## src/rtl/txr_pkg.sv

```systemverilog
package txr_pkg;
  localparam int DESC_W    = 32;
  localparam int USED_BIT  = 31;
  localparam int WRAP_BIT  = 30;
  localparam int NOCRC_BIT = 16;
  localparam int LAST_BIT  = 15;
  localparam int LANES     = DESC_W / 8;

  typedef enum logic [3:0] {
    S_IDLE, S_DREQ0, S_DWAIT0, S_DREQ1, S_DWAIT1, S_CHECK,
    S_BREQ, S_BWAIT, S_DRAIN, S_NEXT, S_WB
  } st_e;

  typedef struct packed {
    logic exhausted;
    logic used_read;
    logic complete;
  } flags_t;
endpackage

```

## src/rtl/txr_unpack.sv

```systemverilog
module txr_unpack
  import txr_pkg::*;
(
  input  logic              clk,
  input  logic              rst_n,
  input  logic              ld,
  input  logic [DESC_W-1:0] ld_word,
  input  logic [1:0]        ld_lane,
  input  logic [2:0]        ld_cnt,
  input  logic              ld_last,
  input  logic              ld_nocrc,
  output logic              o_valid,
  input  logic              o_ready,
  output logic [7:0]        o_data,
  output logic              o_last,
  output logic              o_nocrc,
  output logic              empty
);
  logic [DESC_W-1:0] word_q;
  logic [1:0]        lane_q;
  logic [2:0]        left_q;
  logic              last_q, nocrc_q;

  always_ff @(posedge clk) begin
    if (!rst_n) begin
      word_q  <= '0;
      lane_q  <= '0;
      left_q  <= '0;
      last_q  <= 1'b0;
      nocrc_q <= 1'b0;
    end else if (ld) begin
      word_q  <= ld_word;
      lane_q  <= ld_lane;
      left_q  <= ld_cnt;
      last_q  <= ld_last;
      nocrc_q <= ld_nocrc;
    end else if (o_valid && o_ready) begin
      lane_q <= lane_q + 2'd1;
      left_q <= left_q - 3'd1;
    end
  end

  assign o_valid = (left_q != 3'd0);
  assign o_data  = word_q[{lane_q, 3'b000} +: 8];
  assign o_last  = last_q && (left_q == 3'd1);
  assign o_nocrc = nocrc_q;
  assign empty   = (left_q == 3'd0);
endmodule

```

## src/rtl/txr_flags.sv

```systemverilog
module txr_flags
  import txr_pkg::*;
(
  input  logic   clk,
  input  logic   rst_n,
  input  flags_t set_i,
  input  flags_t clr_i,
  output flags_t flags_o
);
  flags_t q;

  always_ff @(posedge clk) begin
    if (!rst_n) q <= '0;
    else        q <= set_i | (q & ~clr_i);
  end

  assign flags_o = q;
endmodule

```

## src/rtl/txr_ctrl.sv

```systemverilog
module txr_ctrl
  import txr_pkg::*;
#(
  parameter int AW    = 32,
  parameter int LEN_W = 11
) (
  input  logic              clk,
  input  logic              rst_n,
  input  logic              start,
  input  logic [AW-1:0]     base,
  input  logic              base_wr,
  output logic              mem_req,
  output logic              mem_we,
  output logic [AW-1:0]     mem_addr,
  output logic [DESC_W-1:0] mem_wdata,
  input  logic              mem_ready,
  input  logic              mem_rvalid,
  input  logic [DESC_W-1:0] mem_rdata,
  output logic              ld,
  output logic [1:0]        ld_lane,
  output logic [2:0]        ld_cnt,
  output logic              ld_last,
  output logic              ld_nocrc,
  input  logic              unpack_empty,
  output flags_t            set_o,
  output logic              busy
);
  localparam logic [AW-1:0] DESC_BYTES = AW'(2 * LANES);
  localparam logic [AW-1:0] WORD_BYTES = AW'(LANES);
  localparam logic [AW-1:0] BASE_MASK  = ~(DESC_BYTES - AW'(1));

  st_e               st_q;
  logic [AW-1:0]     ptr_q, fptr_q, baddr_q;
  logic [DESC_W-1:0] dstat_q, fstat_q;
  logic [LEN_W-1:0]  rem_q;
  logic              first_q, nocrc_q;
  logic [AW-1:0]     base_al;
  logic [2:0]        room, take;
  logic              d_used;

  assign base_al = base & BASE_MASK;
  assign d_used  = dstat_q[USED_BIT];
  assign room    = 3'd4 - {1'b0, baddr_q[1:0]};
  assign take    = (rem_q < LEN_W'(room)) ? rem_q[2:0] : room;

  always_ff @(posedge clk) begin
    if (!rst_n) begin
      st_q    <= S_IDLE;
      ptr_q   <= '0;
      fptr_q  <= '0;
      baddr_q <= '0;
      dstat_q <= '0;
      fstat_q <= '0;
      rem_q   <= '0;
      first_q <= 1'b1;
      nocrc_q <= 1'b0;
    end else begin
      case (st_q)
        S_IDLE: begin
          if (base_wr)    ptr_q <= base_al;
          else if (start) st_q  <= S_DREQ0;
        end
        S_DREQ0:  if (mem_ready) st_q <= S_DWAIT0;
        S_DWAIT0: if (mem_rvalid) begin
          baddr_q <= mem_rdata[AW-1:0];
          st_q    <= S_DREQ1;
        end
        S_DREQ1:  if (mem_ready) st_q <= S_DWAIT1;
        S_DWAIT1: if (mem_rvalid) begin
          dstat_q <= mem_rdata;
          st_q    <= S_CHECK;
        end
        S_CHECK: begin
          if (d_used) begin
            if (!first_q) begin
              ptr_q   <= fptr_q;
              first_q <= 1'b1;
            end
            st_q <= S_IDLE;
          end else begin
            if (first_q) begin
              fptr_q  <= ptr_q;
              fstat_q <= dstat_q;
              nocrc_q <= dstat_q[NOCRC_BIT];
              first_q <= 1'b0;
            end
            rem_q <= dstat_q[LEN_W-1:0];
            st_q  <= (dstat_q[LEN_W-1:0] == '0) ? S_NEXT : S_BREQ;
          end
        end
        S_BREQ:  if (mem_ready) st_q <= S_BWAIT;
        S_BWAIT: if (mem_rvalid) begin
          baddr_q <= baddr_q + AW'(take);
          rem_q   <= rem_q - LEN_W'(take);
          st_q    <= S_DRAIN;
        end
        S_DRAIN: if (unpack_empty) st_q <= (rem_q == '0) ? S_NEXT : S_BREQ;
        S_NEXT: begin
          ptr_q <= dstat_q[WRAP_BIT] ? base_al : ptr_q + DESC_BYTES;
          st_q  <= dstat_q[LAST_BIT] ? S_WB : S_DREQ0;
        end
        S_WB: if (mem_ready) begin
          first_q <= 1'b1;
          st_q    <= S_DREQ0;
        end
        default: st_q <= S_IDLE;
      endcase
    end
  end

  always_comb begin
    mem_req  = 1'b0;
    mem_we   = 1'b0;
    mem_addr = ptr_q;
    case (st_q)
      S_DREQ0: mem_req = 1'b1;
      S_DREQ1: begin
        mem_req  = 1'b1;
        mem_addr = ptr_q + WORD_BYTES;
      end
      S_BREQ: begin
        mem_req  = 1'b1;
        mem_addr = {baddr_q[AW-1:2], 2'b00};
      end
      S_WB: begin
        mem_req  = 1'b1;
        mem_we   = 1'b1;
        mem_addr = fptr_q + WORD_BYTES;
      end
      default: ;
    endcase
  end

  assign mem_wdata = fstat_q | (DESC_W'(1) << USED_BIT);

  assign ld       = (st_q == S_BWAIT) && mem_rvalid;
  assign ld_lane  = baddr_q[1:0];
  assign ld_cnt   = take;
  assign ld_last  = dstat_q[LAST_BIT] && (rem_q == LEN_W'(take));
  assign ld_nocrc = nocrc_q;

  assign set_o.used_read = (st_q == S_CHECK) && d_used;
  assign set_o.exhausted = (st_q == S_CHECK) && d_used && !first_q;
  assign set_o.complete  = (st_q == S_WB) && mem_ready;
  assign busy            = (st_q != S_IDLE);
endmodule

```

## src/rtl/txring_dma.sv

```systemverilog
module txring_dma
  import txr_pkg::*;
#(
  parameter int AW    = 32,
  parameter int LEN_W = 11
) (
  input  logic          clk,
  input  logic          rst_n,
  input  logic          cmd_start,
  input  logic [AW-1:0] ring_base,
  input  logic          ring_base_wr,
  output logic          mem_req,
  output logic          mem_we,
  output logic [AW-1:0] mem_addr,
  output logic [31:0]   mem_wdata,
  input  logic          mem_ready,
  input  logic          mem_rvalid,
  input  logic [31:0]   mem_rdata,
  output logic          tx_valid,
  input  logic          tx_ready,
  output logic [7:0]    tx_data,
  output logic          tx_last,
  output logic          tx_nocrc,
  output logic          txs_complete,
  output logic          txs_used_read,
  output logic          txs_exhausted,
  input  logic [2:0]    txs_clear,
  output logic          busy
);
  logic       ld, ld_last, ld_nocrc, unpack_empty;
  logic [1:0] ld_lane;
  logic [2:0] ld_cnt;
  flags_t     set_f, clr_f, flags;

  txr_ctrl #(.AW(AW), .LEN_W(LEN_W)) u_ctrl (
    .clk(clk), .rst_n(rst_n), .start(cmd_start),
    .base(ring_base), .base_wr(ring_base_wr),
    .mem_req(mem_req), .mem_we(mem_we), .mem_addr(mem_addr),
    .mem_wdata(mem_wdata), .mem_ready(mem_ready),
    .mem_rvalid(mem_rvalid), .mem_rdata(mem_rdata),
    .ld(ld), .ld_lane(ld_lane), .ld_cnt(ld_cnt), .ld_last(ld_last),
    .ld_nocrc(ld_nocrc), .unpack_empty(unpack_empty),
    .set_o(set_f), .busy(busy)
  );

  txr_unpack u_unpack (
    .clk(clk), .rst_n(rst_n), .ld(ld), .ld_word(mem_rdata),
    .ld_lane(ld_lane), .ld_cnt(ld_cnt), .ld_last(ld_last),
    .ld_nocrc(ld_nocrc), .o_valid(tx_valid), .o_ready(tx_ready),
    .o_data(tx_data), .o_last(tx_last), .o_nocrc(tx_nocrc),
    .empty(unpack_empty)
  );

  assign clr_f.complete  = txs_clear[0];
  assign clr_f.used_read = txs_clear[1];
  assign clr_f.exhausted = txs_clear[2];

  txr_flags u_flags (
    .clk(clk), .rst_n(rst_n), .set_i(set_f), .clr_i(clr_f), .flags_o(flags)
  );

  assign txs_complete  = flags.complete;
  assign txs_used_read = flags.used_read;
  assign txs_exhausted = flags.exhausted;
endmodule

```

## config.mk

```make
export PLATFORM = sky130hd
export DESIGN_NAME = txring_dma
export DESIGN_NICKNAME = d
export VERILOG_FILES = /design/src/rtl/txr_pkg.sv /design/src/rtl/txr_unpack.sv /design/src/rtl/txr_flags.sv /design/src/rtl/txr_ctrl.sv /design/src/rtl/txring_dma.sv
export SDC_FILE = /design/constraint.sdc
export NUM_CORES = 1
export LEC_CHECK = 0
export ABC_AREA = 0
export BUFFER_PORTS_ARGS = -buffer_cell sky130_fd_sc_hd__buf_2
export CAP_MARGIN = 20
export CORE_MARGIN = 2
export CORE_UTILIZATION = 25
export DETAILED_ROUTE_END_ITERATION = 8
export PLACE_DENSITY = 0.5
export SLEW_MARGIN = 10
export SYNTH_ARGS = -nofsm -noshare
export SYNTH_HDL_FRONTEND = slang
export SYNTH_SLANG_ARGS = --single-unit
```

## constraint.sdc

```tcl
create_clock -name clk -period 7 [get_ports clk]
set_input_delay 0 -clock clk [delete_from_list [all_inputs] [get_ports clk]]
set_output_delay 0 -clock clk [all_outputs]
set_load 0.02 [all_outputs]
```

==> flow_summary_export.csv <==
group,metric,value,unit
timing,setup_ws,1.90,ns
synthesis,synth-compound-area-share,0.249,
global_route,first_global_vias,12000,
worst_setup_path,cp.required,7.00,ns
timing,setup_viol,0,
clock_network,cts_buffers,28,
synthesis,synth-main-ff-cell,"dfxtp_1",
synthesis,synth_xor_area_frac,0.0280,
die,start_util,0.254,
synthesis,synth_nets,1774,
synthesis,syn_area_per_cell,7.40,sq um
place,dp_cells,2377,
synthesis,syn_area,12500,sq um
cells_and_area,n_antenna_cell,0,
clock_network,clock_latency,0.57,ns
place,place_ws,2.55,ns
cells_and_area,synthToLayoutAreaGrowth,23.2,%
global_route,grtUsageMet2,0.285,
run,cap_violations,0,
die,die_height,228,microns
worst_setup_path,crit_family,"simple AND/OR/NAND/NOR gates",
die,core,49200,sq um
global_route,grt_remaining_overflow,0,
place,gp_congestion,0.879,
global_route,grt_pass1_wl,73600,microns
worst_setup_path,reg2reg_slack,2.80,ns
synthesis,yosysWarnings,0,
synthesis,synth-edff-count,0,
routing,routedWlPerCell,19.3,microns
cells_and_area,final_nets,1901,
clock_network,clockBufferDepth,3,
clock_network,cts.sinks,217,
worst_setup_path,r2r_cells,12,
worst_setup_path,path_depth,9,
routing,drc,0,
power_and_ir_drop,power_leakage,5.64,nW
global_route,gr-max-usage-layer,"met2",
synthesis,synthMuxAreaShare,0.0594,
synthesis,synthTopCellsByArea,"dfxtp_1 35%, nand2_1 11%, a21oi_1 7.6%",
routing,drt_iter0_markers,1216,
die,die_w,228,microns
worst_setup_path,crit_slowest_cell,"dfxtp_1",
status,violations,"negative hold slack",
worst_setup_path,cp_num_buf_inv,2,
synthesis,synth_most_common_cell,"nand2_1",
global_route,met3_usage,0.0250,
worst_setup_path,endpoint_kind,"output pin",
synthesis,ys_seq_elements,217,
worst_setup_path,max_stage_delay,0.83,ns
clock_network,cts.clk_slew.worst_paths,0.06,ns
worst_setup_path,reg2reg_to,"u_ctrl.baddr_q[14]",
timing,clock.fmax,0.196,GHz
die,io_pins,155,
synthesis,netlist_instances,1688,
synthesis,async_reset_ff_frac,0,
hold_path,whs_path_depth,4,
routing,drtAntennaViolNets,0,
synthesis,synth_top_family_by_area,"compound AO/OA/AOI/OAI gates",
cells_and_area,final_cells,2499,
timing,setup_tns,0,ns
routing,dr.pass1.iters,5,
place,detailed_place_hpwl,33100,microns
routing,wl,48300,microns
hold_path,min_to,"u_ctrl.st_q[1]",
timing,rsz0062_at_grt,"false",
timing,fin_crit,5.10,ns
cells_and_area,drive_above_1_share,0.144,
timing,skew,0.0175,ns
worst_setup_path,path_class,"reg -> out",
clock_network,cts_tree,"built",
timing,drv_slew,0,
routing,viasPerCell,5.23,
clock_network,clockRootBuffer,"clkbuf_16",
synthesis,ys_types,80,
worst_setup_path,r2r-start,"u_ctrl.baddr_q[1]",
worst_setup_path,cp-start-kind,"flip-flop",
cells_and_area,fill_cells,5329,
synthesis,synth_largest_area_cell,"dfxtp_1",
timing,max_slew.worst_pin.slew,0.975,ns
timing,fin_crit_sh,0.729,
place,io_buffers,150,
synthesis,synth_fa_ha_area_frac,0.0120,
timing,timing.hold.ws,-0.0148,ns
synthesis,synth-simple-area-share,0.247,
global_route,antenna_found_initial,0,
worst_setup_path,critPathArrivalTime,5.10,ns
die,dieArea,51800,sq um
worst_setup_path,crit_path_max_fanout,35,
worst_setup_path,crit_chain,"nand4bb_2 > buf_4 > mux2i_1 > nor4b_1 > nand2_1 > or4_1 > xnor2_1 > o21ai_0 > buf_2",
hold_path,hp-class,"in -> reg",
die,num_rows,81,
hold_path,worstHoldStart,"ring_base_wr",
power_and_ir_drop,powerDensity,295,nW/um^2
timing,finalHoldViolCount,1,
synthesis,synth_common_cells,"365 x nand2_1, 217 x dfxtp_1, 189 x a21oi_1",
clock_network,cts_max_level,1,
routing,via_count,13100,
global_route,met1_usage,0.261,
synthesis,synth_top_area_share,0.348,
power_and_ir_drop,vdd_drop_max,0.171,mV
timing,slew_headroom,0.350,
global_route,grt_max_degree,124,
synthesis,ys_seq_area_frac,0.348,
global_route,grtUsageTotal,0.183,
status,status,"finished with violations",
==> layout make-up <==
| class | instances | area [sq um] | share of cell area |
|---|---|---|---|
| clock inverter | 7 | 73.8 | 0.00479 |
| timing repair buffer | 247 | 1660 | 0.108 |
| sequential | 217 | 4350 | 0.282 |
| inverter | 28 | 110 | 0.00715 |
| multi-input combinational | 1293 | 7510 | 0.488 |
| clock buffer | 43 | 867 | 0.0563 |
| tap | 664 | 831 | 0.0540 |
==> metrics by stage <==
step	power (mW)	util	instance area, sq um
final	4.54	0.313	15400
after global routing	4.79	0.313	15400
after CTS	4.56	0.313	15400
after detailed placement	3.04	0.280	13700
after global placement	3.01	0.279	13700
after floorplan	2.55	-	12500
==> worst register-to-register path: stages (launching register included) <==
cell and delay, ns:
dfxtp_1 0.46, inv_1 0.11, ha_1 0.44, nor2b_1 0.14
o21bai_1 0.27, a211oi_2 0.45, o21ai_0 0.28, ha_1 0.30
ha_1 0.26, o21ai_0 0.72, or2_4 0.29, nor2_2 0.06
a221oi_1 0.33
==> power breakdown <==
group / total [mW] / leakage, nW / internal, mW / switching, mW
logic: 1.43 / 3.42 / 0.533 / 0.901
clock network: 1.47 / 0.466 / 0.883 / 0.589
registers: 1.63 / 1.75 / 1.36 / 0.276
total: 4.54 / 5.64 / 2.77 / 1.77
==> worst max path at each step <==
| stage | startpoint | end | slack [ns] |
|---|---|---|---|
| 2_1_floorplan | u_ctrl.st_q[0] | mem_addr[28] | 2.88 |
| 4_1_cts | u_ctrl.st_q[3] | mem_addr[26] | 1.89 |
| 6_report | u_ctrl.st_q[0] | mem_addr[13] | 1.90 |
| 3_5_place_dp | u_ctrl.st_q[3] | mem_addr[30] | 2.55 |
| 3_3_place_gp | u_ctrl.st_q[3] | mem_addr[30] | 2.54 |
| 5_1_grt | u_ctrl.st_q[0] | mem_addr[13] | 1.64 |
==> logic make-up after synthesis <==
family	after synthesis
other	1
AO/OA/AOI/OAI	499
buffers and inverters	178
XOR/XNOR	40
AND/OR/NAND/NOR	677
flip-flops	217
adder cells (fa/ha/maj)	12
multiplexers	64
==> flip-flops by register name (all words and copies together), names as in the netlist, 2 cells and up <==
name / count
u_unpack.word_q: 32
u_unpack.lane_q: 2
u_ctrl.baddr_q: 32
u_ctrl.st_q: 4
u_ctrl.fptr_q: 32
u_ctrl.ptr_q: 32
u_unpack.left_q: 3
u_ctrl.rem_q: 11
u_ctrl.dstat_q: 32
u_flags.flags_o: 3
u_ctrl.fstat_q: 31
==> repair_timing <==
item                      in CTS  in global routing
hold buffers                  71                  0
setup buffers                  0                  0
gates resized for setup        0                  0
hold endpoints to repair     128                  0
==> layer usage <==
layer  routed length (microns)  vias to the layer above
li1                          -                     6287
met1                     22400                     6264
met2                     21400                      458
met3                      2990                       71
met4                      1480                        0
met5                         0                        -
==> cell usage in the layout, fill, tap and decap left out, types with 8 or more instances in the layout <==
cell	n
xnor2_1	16
and3_1	27
a311oi_1	14
o221ai_1	8
nand4_1	13
mux2i_1	55
nor2b_1	12
inv_1	27
dlygate4sd3_1	71
a31oi_1	12
buf_4	24
o31ai_1	8
clkbuf_8	11
xor2_1	24
and2_1	9
a211oi_1	31
a221oi_1	10
nand3_1	50
nand2b_1	9
buf_2	150
ha_1	12
a22oi_1	40
or3_1	9
nor4_1	20
dfxtp_1	216
clkbuf_16	28
mux4_2	8
a21oi_1	188
nor2_1	81
o21ai_0	124
o22ai_1	8
nor3_1	40
nand2_1	363
Power figures use the tool's default switching activity.
